--- src/rtl/lcd_exec_pkg.sv ---
package lcd_exec_pkg;

  localparam int ADDR_W = 7;
  localparam int DATA_W = 8;

  typedef enum logic [3:0] {
    OP_NONE,
    OP_CLEAR,
    OP_HOME,
    OP_ENTRY,
    OP_DISP,
    OP_SHIFT,
    OP_FUNC,
    OP_CGADR,
    OP_DDADR
  } op_e;

  // Opcode class chosen by the position of the highest set bit.
  function automatic op_e op_of_bit(input int pos);
    case (pos)
      0:       return OP_CLEAR;
      1:       return OP_HOME;
      2:       return OP_ENTRY;
      3:       return OP_DISP;
      4:       return OP_SHIFT;
      5:       return OP_FUNC;
      6:       return OP_CGADR;
      default: return OP_DDADR;
    endcase
  endfunction

  // One address step in the current space and line layout.
  function automatic logic [ADDR_W-1:0] step_addr(
    input logic [ADDR_W-1:0] a,
    input logic              up,
    input logic              cg,
    input logic              two,
    input int                dd_depth,
    input int                cg_depth,
    input int                base2
  );
    int v;
    int ll;
    v  = int'(a);
    ll = dd_depth / 2;
    if (cg)
      v = up ? (v + 1) % cg_depth : (v + cg_depth - 1) % cg_depth;
    else if (!two)
      v = up ? ((v == dd_depth - 1) ? 0 : v + 1)
             : ((v == 0) ? dd_depth - 1 : v - 1);
    else if (up)
      v = (v == ll - 1) ? base2 : ((v == base2 + ll - 1) ? 0 : v + 1);
    else
      v = (v == 0) ? base2 + ll - 1 : ((v == base2) ? ll - 1 : v - 1);
    return ADDR_W'(v);
  endfunction

endpackage

--- src/rtl/lcd_exec_decode.sv ---
module lcd_exec_decode
  import lcd_exec_pkg::*;
#(
  parameter int W = DATA_W
) (
  input  logic [W-1:0] code,
  output op_e          op
);
  // Scan upward so that the highest set bit decides.
  always_comb begin
    op = OP_NONE;
    for (int i = 0; i < W; i++)
      if (code[i]) op = op_of_bit(i);
  end
endmodule

--- src/rtl/lcd_exec_addr.sv ---
module lcd_exec_addr
  import lcd_exec_pkg::*;
#(
  parameter int DD_DEPTH   = 80,
  parameter int CG_DEPTH   = 64,
  parameter int LINE2_BASE = 64
) (
  input  logic              clk,
  input  logic              rst_n,
  input  logic              load,
  input  logic              load_cg,
  input  logic [ADDR_W-1:0] load_val,
  input  logic              step,
  input  logic              step_up,
  input  logic              two_line,
  output logic [ADDR_W-1:0] ac,
  output logic              cg
);
  logic [ADDR_W-1:0] ac_next;

  always_comb
    ac_next = step_addr(ac, step_up, cg, two_line, DD_DEPTH, CG_DEPTH, LINE2_BASE);

  always_ff @(posedge clk or negedge rst_n) begin
    if (!rst_n) begin
      ac <= '0;
      cg <= 1'b0;
    end else if (load) begin
      ac <= load_val;
      cg <= load_cg;
    end else if (step) begin
      ac <= ac_next;
    end
  end
endmodule

--- src/rtl/lcd_exec_timer.sv ---
module lcd_exec_timer
  import lcd_exec_pkg::*;
#(
  parameter int CLR_CYC    = 886,
  parameter int EXE_CYC    = 22,
  parameter int DD_DEPTH   = 80,
  parameter int CG_DEPTH   = 64,
  parameter int LINE2_BASE = 64
) (
  input  logic              clk,
  input  logic              rst_n,
  input  logic              start,
  input  logic              start_long,
  input  logic              start_clear,
  input  logic              two_line,
  output logic              busy,
  output logic              sweep_we,
  output logic [ADDR_W-1:0] sweep_addr
);
  localparam int CW = $clog2(CLR_CYC + 1);
  localparam int SW = $clog2(DD_DEPTH + 1);

  logic [CW-1:0] cnt;
  logic [SW-1:0] left;

  always_ff @(posedge clk or negedge rst_n) begin
    if (!rst_n)
      cnt <= '0;
    else if (start)
      cnt <= start_long ? CW'(CLR_CYC) : CW'(EXE_CYC);
    else if (cnt != '0)
      cnt <= cnt - 1'b1;
  end

  // Blank sweep walks the display addresses in the current layout.
  always_ff @(posedge clk or negedge rst_n) begin
    if (!rst_n) begin
      left       <= '0;
      sweep_addr <= '0;
    end else if (start_clear) begin
      left       <= SW'(DD_DEPTH);
      sweep_addr <= '0;
    end else if (left != '0) begin
      left       <= left - 1'b1;
      sweep_addr <= step_addr(sweep_addr, 1'b1, 1'b0, two_line,
                              DD_DEPTH, CG_DEPTH, LINE2_BASE);
    end
  end

  assign busy     = (cnt != '0);
  assign sweep_we = (left != '0);
endmodule

--- src/rtl/lcd_cmd_exec.sv ---
module lcd_cmd_exec
  import lcd_exec_pkg::*;
#(
  parameter int          DD_DEPTH   = 80,
  parameter int          CG_DEPTH   = 64,
  parameter int          LINE2_BASE = 64,
  parameter int          CLR_CYC    = 886,
  parameter int          EXE_CYC    = 22,
  parameter logic [7:0]  BLANK      = 8'h20
) (
  input  logic                clk,
  input  logic                rst_n,
  input  logic                in_valid,
  output logic                in_ready,
  input  logic                in_rs,
  input  logic                in_rd,
  input  logic [DATA_W-1:0]   in_byte,
  output logic                out_valid,
  output logic [DATA_W-1:0]   out_byte,
  output logic                ram_we,
  output logic                ram_cg,
  output logic [ADDR_W-1:0]   ram_addr,
  output logic [DATA_W-1:0]   ram_wdata,
  input  logic [DATA_W-1:0]   ram_rdata,
  output logic                busy,
  output logic [ADDR_W-1:0]   addr_cnt,
  output logic                cg_mode,
  output logic                entry_inc,
  output logic                entry_shift,
  output logic                disp_on,
  output logic                cursor_on,
  output logic                blink_on,
  output logic [ADDR_W-1:0]   shift_ofs,
  output logic                bus_8bit,
  output logic                two_line,
  output logic                font_tall
);
  localparam logic [ADDR_W-1:0] OFS_MAX1 = ADDR_W'(DD_DEPTH - 1);
  localparam logic [ADDR_W-1:0] OFS_MAX2 = ADDR_W'(DD_DEPTH / 2 - 1);
  localparam int                CG_AW    = $clog2(CG_DEPTH);

  op_e               op;
  logic              status_rd, accept, instr, dacc;
  logic              ac_load, ac_load_cg, ac_step, ac_up;
  logic [ADDR_W-1:0] ac_load_val;
  logic              t_start, t_long, t_clear;
  logic              sweep_we;
  logic [ADDR_W-1:0] sweep_addr;
  logic [ADDR_W-1:0] ofs_max, ofs_up, ofs_dn;

  lcd_exec_decode #(.W(DATA_W)) u_dec (
    .code (in_byte),
    .op   (op)
  );

  assign status_rd = !in_rs && in_rd;
  assign in_ready  = !busy || status_rd;
  assign accept    = in_valid && in_ready;
  assign instr     = accept && !in_rs && !in_rd;
  assign dacc      = accept && in_rs;

  always_comb begin
    ac_load     = 1'b0;
    ac_load_cg  = 1'b0;
    ac_load_val = '0;
    ac_step     = dacc;
    ac_up       = entry_inc;
    if (instr) begin
      unique case (op)
        OP_CLEAR, OP_HOME: ac_load = 1'b1;
        OP_CGADR: begin
          ac_load     = 1'b1;
          ac_load_cg  = 1'b1;
          ac_load_val = ADDR_W'(in_byte[CG_AW-1:0]);
        end
        OP_DDADR: begin
          ac_load     = 1'b1;
          ac_load_val = in_byte[ADDR_W-1:0];
        end
        OP_SHIFT: begin
          ac_step = !in_byte[3];
          ac_up   = in_byte[2];
        end
        default: ;
      endcase
    end
  end

  lcd_exec_addr #(
    .DD_DEPTH(DD_DEPTH), .CG_DEPTH(CG_DEPTH), .LINE2_BASE(LINE2_BASE)
  ) u_addr (
    .clk      (clk),
    .rst_n    (rst_n),
    .load     (ac_load),
    .load_cg  (ac_load_cg),
    .load_val (ac_load_val),
    .step     (ac_step),
    .step_up  (ac_up),
    .two_line (two_line),
    .ac       (addr_cnt),
    .cg       (cg_mode)
  );

  assign t_start = dacc || (instr && op != OP_NONE);
  assign t_long  = instr && (op == OP_CLEAR || op == OP_HOME);
  assign t_clear = instr && op == OP_CLEAR;

  lcd_exec_timer #(
    .CLR_CYC(CLR_CYC), .EXE_CYC(EXE_CYC), .DD_DEPTH(DD_DEPTH),
    .CG_DEPTH(CG_DEPTH), .LINE2_BASE(LINE2_BASE)
  ) u_tmr (
    .clk         (clk),
    .rst_n       (rst_n),
    .start       (t_start),
    .start_long  (t_long),
    .start_clear (t_clear),
    .two_line    (two_line),
    .busy        (busy),
    .sweep_we    (sweep_we),
    .sweep_addr  (sweep_addr)
  );

  // Offset counts left shifts; the window is one line in two-line mode.
  assign ofs_max = two_line ? OFS_MAX2 : OFS_MAX1;
  assign ofs_up  = (shift_ofs >= ofs_max) ? '0 : shift_ofs + 1'b1;
  assign ofs_dn  = (shift_ofs == '0) ? ofs_max : shift_ofs - 1'b1;

  always_ff @(posedge clk or negedge rst_n) begin
    if (!rst_n) begin
      entry_inc   <= 1'b1;
      entry_shift <= 1'b0;
      disp_on     <= 1'b0;
      cursor_on   <= 1'b0;
      blink_on    <= 1'b0;
      bus_8bit    <= 1'b1;
      two_line    <= 1'b0;
      font_tall   <= 1'b0;
      shift_ofs   <= '0;
    end else if (instr) begin
      unique case (op)
        OP_CLEAR, OP_HOME: shift_ofs <= '0;
        OP_ENTRY: begin
          entry_inc   <= in_byte[1];
          entry_shift <= in_byte[0];
        end
        OP_DISP: begin
          disp_on   <= in_byte[2];
          cursor_on <= in_byte[1];
          blink_on  <= in_byte[0];
        end
        OP_SHIFT:
          if (in_byte[3]) shift_ofs <= in_byte[2] ? ofs_dn : ofs_up;
        OP_FUNC: begin
          bus_8bit  <= in_byte[4];
          two_line  <= in_byte[3];
          font_tall <= in_byte[2];
          shift_ofs <= '0;
        end
        default: ;
      endcase
    end else if (dacc && entry_shift && !cg_mode) begin
      shift_ofs <= entry_inc ? ofs_up : ofs_dn;
    end
  end

  always_ff @(posedge clk or negedge rst_n) begin
    if (!rst_n) begin
      out_valid <= 1'b0;
      out_byte  <= '0;
    end else begin
      out_valid <= accept && in_rd;
      if (accept && in_rd)
        out_byte <= in_rs ? ram_rdata : {busy, addr_cnt};
    end
  end

  assign ram_we    = sweep_we || (dacc && !in_rd);
  assign ram_cg    = sweep_we ? 1'b0 : cg_mode;
  assign ram_addr  = sweep_we ? sweep_addr : addr_cnt;
  assign ram_wdata = sweep_we ? BLANK : in_byte;
endmodule

--- config.mk ---
export PLATFORM = sky130hd
export DESIGN_NAME = lcd_cmd_exec
export DESIGN_NICKNAME = d
export VERILOG_FILES = /design/src/rtl/lcd_exec_pkg.sv /design/src/rtl/lcd_exec_decode.sv /design/src/rtl/lcd_exec_addr.sv /design/src/rtl/lcd_exec_timer.sv /design/src/rtl/lcd_cmd_exec.sv
export SDC_FILE = /design/constraint.sdc
export NUM_CORES = 1
export LEC_CHECK = 0
export BUFFER_PORTS_ARGS = -buffer_cell sky130_fd_sc_hd__buf_4
export CAP_MARGIN = 40
export CORE_AREA = 2 2 82 104
export DETAILED_ROUTE_END_ITERATION = 10
export DIE_AREA = 0 0 84 106
export PLACE_DENSITY = 0.8
export SLEW_MARGIN = 20
export SYNTH_ARGS = -nofsm -noshare
export SYNTH_HDL_FRONTEND = slang
export SYNTH_SLANG_ARGS = --single-unit
--- constraint.sdc ---
create_clock -name clk -period 2.53 [get_ports clk]
set_input_delay 0.253 -clock clk [delete_from_list [all_inputs] [get_ports clk]]
set_output_delay 0.253 -clock clk [all_outputs]
set_load 0.02 [all_outputs]
=== Word-level counts from Yosys, hierarchy flattened ===
Cells that the tools add are included.

* Register bits after elaboration: 56

* Reduce and logical (&&, ||, !) cells: 38
* Bitwise logic cells: 2
* Equality and inequality tests: 17
* Magnitude comparators: 1
* Multiplexer cells: 55
* Add/subtract/negate cells: 9

{| class="wikitable"
|+ Operator list
! cell !! number
|-
| $mux 7 || 31
|-
| $eq 7x7->1 const B || 5
|-
| $sub 32x2->32 const B || 1
|-
| $mux 10 || 3
|-
| $pmux 7 s2 || 2
|-
| $add 7x1->7 const B || 3
|-
| $sub 7x1->7 const B || 3
|-
| $eq 4x3->1 const B || 4
|-
| $mux 8 || 2
|-
| $eq 7x6->1 const B || 2
|-
| $logic_not 7->1 || 2
|-
| $logic_and 1x1->1 || 12
|-
| $mux 3 || 4
|-
| $reduce_or 6->1 || 2
|-
| $mux 1 || 10
|-
| $reduce_bool 10->1 || 1
|-
| $sub 10x1->10 const B || 1
|-
| $add 7x7->8 const B || 1
|-
| $eq 4x2->1 const B || 2
|-
| $reduce_bool 2->1 || 4
|-
| $ge 7x7->1 || 1
|-
| $reduce_bool 7->1 || 1
|-
| $reduce_and 2->1 || 3
|-
| $logic_not 1->1 || 5
|-
| 13 further kinds || 17
|}

=== Logic depth before layout (Yosys ltp) ===
* Depth in word-level cells: 16
* Mapped depth: 12
* Mapped depth without buffers: 10

=== Modules after synthesis ===
A second synthesis with hierarchy kept.

* Cell total of the unflattened synthesis: 473
* Area, all modules: 4,194.0 µm²

{| class="wikitable"
|+ By module, submodules not included
! module !! cells each !! sequential area each (µm²) !! instances !! area an instance (µm²)
|-
| lcd_cmd_exec || 224 || 603.1 || 1 || 1,979.4
|-
| lcd_exec_timer || 133 || 600.6 || 1 || 1,292.5
|-
| lcd_exec_addr || 104 || 200.2 || 1 || 847.1
|-
| lcd_exec_decode || 12 || 0.0 || 1 || 75.1
|}

=== Worst setup path before layout ===
Ideal clock, no wire load.

* Kind: flip-flop to flip-flop
* From: reg u_tmr.cnt[0]
* To: reg out_byte[7]
* Data required time: 2.405 ns
* Buffers on the path: 1
* Arrival time: 2.487 ns
* Slack: -0.082 ns
* Period minus slack after synthesis: 2.612 ns
* Cell stages (with the launch flop): 10
* Path through: dfrtp_1 -> inv_1 -> ha_1 -> or3b_2 -> nor3_2 -> inv_1 -> o21ai_1 -> and3_1 -> buf_2 -> mux2_2

* Cells in the longest elaborated chain, start to end: 5
* Elaborated cells on any way between the ends: 6

{| class="wikitable"
|+ Ends and longest elaborated chain
! item !! RTL line !! text
|-
| start: declaration || lcd_exec_timer.sv:23 || <nowiki>logic [CW-1:0] cnt;</nowiki>
|-
| start signal: assignment || lcd_exec_timer.sv:30 || <nowiki>cnt <= start_long ? CW'(CLR_CYC) : CW'(EXE_CYC);</nowiki>
|-
| start signal: assignment || lcd_exec_timer.sv:32 || <nowiki>cnt <= cnt - 1'b1;</nowiki>
|-
| $reduce_bool 10->1 || lcd_exec_timer.sv:50 || <nowiki>assign busy = (cnt != '0);</nowiki>
|-
| named net busy || lcd_cmd_exec.sv:25 || <nowiki>output logic busy,</nowiki>
|-
| $logic_not 1->1 || lcd_cmd_exec.sv:57 || <nowiki>assign in_ready = !busy || status_rd;</nowiki>
|-
| $logic_or 1x1->1 || lcd_cmd_exec.sv:57 ||
|-
| named net in_ready || lcd_cmd_exec.sv:14 || <nowiki>output logic in_ready,</nowiki>
|-
| $logic_and 1x1->1 || lcd_cmd_exec.sv:58 || <nowiki>assign accept = in_valid && in_ready;</nowiki>
|-
| $logic_and 1x1->1 || lcd_cmd_exec.sv:172 || <nowiki>if (accept && in_rd)</nowiki>
|-
| end signal: assignment || lcd_cmd_exec.sv:173 || <nowiki>out_byte <= in_rs ? ram_rdata : {busy, addr_cnt};</nowiki>
|-
| end: declaration || lcd_cmd_exec.sv:19 || <nowiki>output logic [DATA_W-1:0] out_byte,</nowiki>
|}

The timed path passes the listed nets, and every way through them passes these cells.
A chain may end at the register's enable or synchronous reset.

=== Worst setup path after layout ===
* From: reg u_tmr.cnt[1]
* To: reg u_addr.ac[3]

* Cells in the longest elaborated chain, start to end: 12
* Elaborated cells on any way between the ends: 20

{| class="wikitable"
|+ Ends and longest elaborated chain
! item !! RTL line !! text
|-
| $reduce_bool 10->1 (*) || lcd_exec_timer.sv:50 ||
|-
| $logic_not 1->1 (*) || lcd_cmd_exec.sv:57 ||
|-
| $logic_or 1x1->1 (*) || lcd_cmd_exec.sv:57 ||
|-
| $logic_and 1x1->1 (*) || lcd_cmd_exec.sv:58 ||
|-
| $logic_and 1x1->1 (2 in series) || lcd_cmd_exec.sv:59 || <nowiki>assign instr = accept && !in_rs && !in_rd;</nowiki>
|-
| $mux 1 || lcd_cmd_exec.sv:68 || <nowiki>if (instr) begin</nowiki>
|-
| $mux 7, on equally long branches || lcd_exec_pkg.sv:49, lcd_exec_pkg.sv:51 ||
|-
| $mux 7 || lcd_exec_pkg.sv:48 || <nowiki>else if (!two)</nowiki>
|-
| $mux 7 || lcd_exec_pkg.sv:46 || <nowiki>if (cg)</nowiki>
|-
| $mux 7 || lcd_exec_addr.sv:31 || <nowiki>end else if (step) begin</nowiki>
|-
| $mux 7 || lcd_exec_addr.sv:28 || <nowiki>end else if (load) begin</nowiki>
|-
| end signal: assignment || lcd_exec_addr.sv:29 || <nowiki>ac <= load_val;</nowiki>
|-
| end signal: assignment || lcd_exec_addr.sv:32 || <nowiki>ac <= ac_next;</nowiki>
|-
| end: declaration || lcd_exec_addr.sv:16 || <nowiki>output logic [ADDR_W-1:0] ac,</nowiki>
|}

Every way passes the cells marked *; elsewhere a longest branch is shown, timed or not. The select of a mux whose other input is x is not followed.

==> flow_summary.ini <==
[status]
status = complete, but fails checks
violations = hold timing

[layout]
nFillCells = 724
seq_area_um2 = 1400
multi_input_area_um2 = 2400
fin_cells = 661
final_area_um2 = 4870
diodes = 0
nNetsFinal = 596
syn2layout_area_growth_pct = 25.0
layout_commonest_cell = buf_4
layout-drive-gt1-share = 0.259
postLayoutCoreUtil = 0.608
final_cell_mix = buf_4 (101), nor2_1 (62), nand2_1 (60)

[drt]
ant_nets = 0
wire_per_inst_um = 16.6
routed_wirelength_um = 11000
vias_per_cell = 5.87
drc = 0
vias = 3882
drtIter0Drc = 264
firstDrtPassIters = 5

[setup_path]
crit_path_end_kind = register
path_max_fanout = 5
reg2reg_from = u_tmr.cnt[1]
cp_data_required_time_ps = 2730
critPathKind = register to register
critPathLaunch = u_tmr.cnt[1]
cp.arrival_ps = 2630
cp-start-kind = register

[floorplanning]
die_x_um = 84
initial_core_util = 0.486
core-area_um2 = 8010
dieArea_um2 = 8900
rows = 37
die_height_um = 106
io_pins = 72

[yosys]
syn_nets = 510
syn_area_per_cell_um2 = 8.17
yosysSeqAreaShare = 0.360
synth-seq-cells = 56
synth.yosys.warnings = 0
syn_area_um2 = 3900
synthFlopType = dfrtp_1
synth_cells = 477
synth_edf_count = 0
ys_types = 60
ys_async_sr_fraction = 1.00

[timing]
post-route-min-period_ps = 2430
finalHoldViolations = 8
slew_viol_final = 0
tightest_slew_ps = 743
holdWs_ps = -21.7
finalSetupViolCount = 0
timing.fmax_mhz = 411
max_slew_margin = 0.505
clock_skew_ps = 9.37
fin_tns_setup_ps = 0
period_share = 0.962

[power]
p_per_area_nw_per_um2 = 776
p_leak_nw = 2.25
p_seq_frac = 0.393
combPwrFrac = 0.447
p_sw_mw = 1.57
p_int_mw = 2.21
switching_share = 0.415
pwr-share-clk = 0.160
ir_worst_vdd_mv = 0.334

[grt]
grt_max_degree = 57
antenna_found_initial = 0
track_usage = 0.250
overflow = 0
grt_pass1_wl_um = 18200
grt_pass1_vias = 3789

[min_path]
holdCritPathClass = input pin to async pin

[clock_tree]
root_buffer = clkbuf_8
cts_tree = done
clkLatencyLatePin_ps = 320
cts_made_buffers = 5
cts_buffer_depth = 2
cts.sinks = 56
clkTransAtPathRegs_ps = 110
cts.htree.levels = 2

[placed_design]
dp_hpwl_um = 8190
place_congestion = 0.941
placed_area_um2 = 4670
dp_cells = 650
io_buffer_count = 71

[flow_run]
drv_cap = 0
logic make-up after synthesis:
kind of cell / count (synthesis) / share of synthesized area
flops: 56 / 0.360
compound gates: 106 / 0.175
fa+ha+maj: 12 / 0.0385
buf+inv: 40 / 0.0405
xor+xnor: 25 / 0.0562
simple gates: 221 / 0.283
mux: 17 / 0.0466
what timing repair did:
action / CTS / global route
setup endpoints to repair: 9 / 13
endpoints found under the hold margin: 0 / 0
setup buffers: 1 / 2
hold buffers: 0 / 0
gates resized for setup: 5 / 11
pin swaps: 3 / 7
metal layers:
metal,vias up,routed length (um),track usage
met5,-,0,0
met3,31,576,0.0349
li1,1859,-,-
met4,0,416,0.103
met2,132,5400,0.431
met1,1860,4590,0.314
power groups by stage:
stage	logic [mW]	clock network, mW	registers [mW]
2_1_floorplan	1.05	0	1.46
3_3_place_gp	1.59	0	1.46
3_5_place_dp	1.65	0	1.48
4_1_cts	1.67	0.615	1.47
5_1_grt	1.87	0.647	1.52
6_report	1.69	0.606	1.48
worst max-delay path: stages, from the launching register on:
cell and delay, ps:
dfrtp_1 410, inv_2 70, ha_2 180, nor4bb_4 250, and3_4 260, nand3_1 100
o21a_1 290, o41ai_2 400, a21oi_1 70, a31oi_1 180, a211oi_2 90
through the flow:
stage	setup WS [ps]	power [mW]
3_3_place_gp	31.5	3.06
3_5_place_dp	-103	3.13
6_report	95.5	3.78
4_1_cts	49.4	3.75
5_1_grt	-31.9	4.03
2_1_floorplan	46.0	2.52
Yosys cell counts (2+ instances only):
| cell type | count | area share |
|---|---|---|
| and2_1 | 9 | 0.014 |
| a2bb2oi_1 | 3 | 0.0067 |
| dfstp_2 | 2 | 0.013 |
| buf_2 | 6 | 0.0077 |
| o211ai_1 | 2 | 0.0039 |
| a22oi_1 | 2 | 0.0039 |
| o32a_1 | 2 | 0.0051 |
| nor3_1 | 21 | 0.027 |
| nor2b_1 | 6 | 0.0096 |
| o21ai_0 | 24 | 0.031 |
| a311oi_1 | 2 | 0.0045 |
| mux2i_1 | 8 | 0.021 |
| a31oi_1 | 6 | 0.0096 |
| o311a_1 | 2 | 0.0051 |
| dfrtp_1 | 54 | 0.35 |
| xnor2_1 | 15 | 0.034 |
| a211oi_1 | 3 | 0.0058 |
| and3_1 | 9 | 0.014 |
| inv_1 | 17 | 0.016 |
| nor3_2 | 2 | 0.0051 |
| o21ai_1 | 4 | 0.0051 |
| nor2_1 | 62 | 0.060 |
| mux2_2 | 9 | 0.026 |
| nand3_1 | 17 | 0.022 |
| nand2_1 | 60 | 0.058 |
| clkbuf_1 | 17 | 0.016 |
| ha_1 | 12 | 0.039 |
| a21oi_1 | 29 | 0.037 |
| nand3b_1 | 3 | 0.0058 |
| a31o_2 | 3 | 0.0067 |
| nand4_1 | 2 | 0.0032 |
| a21o_1 | 3 | 0.0058 |
| or3_1 | 5 | 0.0080 |
| nand2b_1 | 9 | 0.014 |
| xor2_1 | 10 | 0.022 |
| o31ai_1 | 10 | 0.019 |
| nor4_1 | 3 | 0.0048 |
| nand2_4 | 2 | 0.0058 |
sequential cells by signal, indices dropped and copies added, names as in the netlist:
register	count
u_tmr.cnt	10
out_byte	8
shift_ofs	7
u_addr.ac	7
u_tmr.left	7
u_tmr.sweep_addr	7
blink_on	1
bus_8bit	1
cursor_on	1
disp_on	1
entry_inc	1
entry_shift	1
font_tall	1
out_valid	1
two_line	1
u_addr.cg	1
area by class of cell:
class	instances	area share
clock buffer	5	0.0141
clock inverter	3	0.00873
inverter	17	0.0131
multi-input combinational	381	0.493
sequential	56	0.288
tap	97	0.0249
timing repair buffer	102	0.158
worst paths after layout:
check	end	cells after the start	slack (ps)
setup / recovery	u_addr.ac[3]	10	100
hold / removal	u_tmr.left[1]	1	-20
setup reg to reg	u_addr.ac[3]	10	100
hold reg to reg	u_tmr.cnt[7]	1	510
max in group asynchronous	out_byte[5]	1	2050
min in group clk	u_addr.cg	2	180
Note: power is estimated with default switching activity, not from simulation.
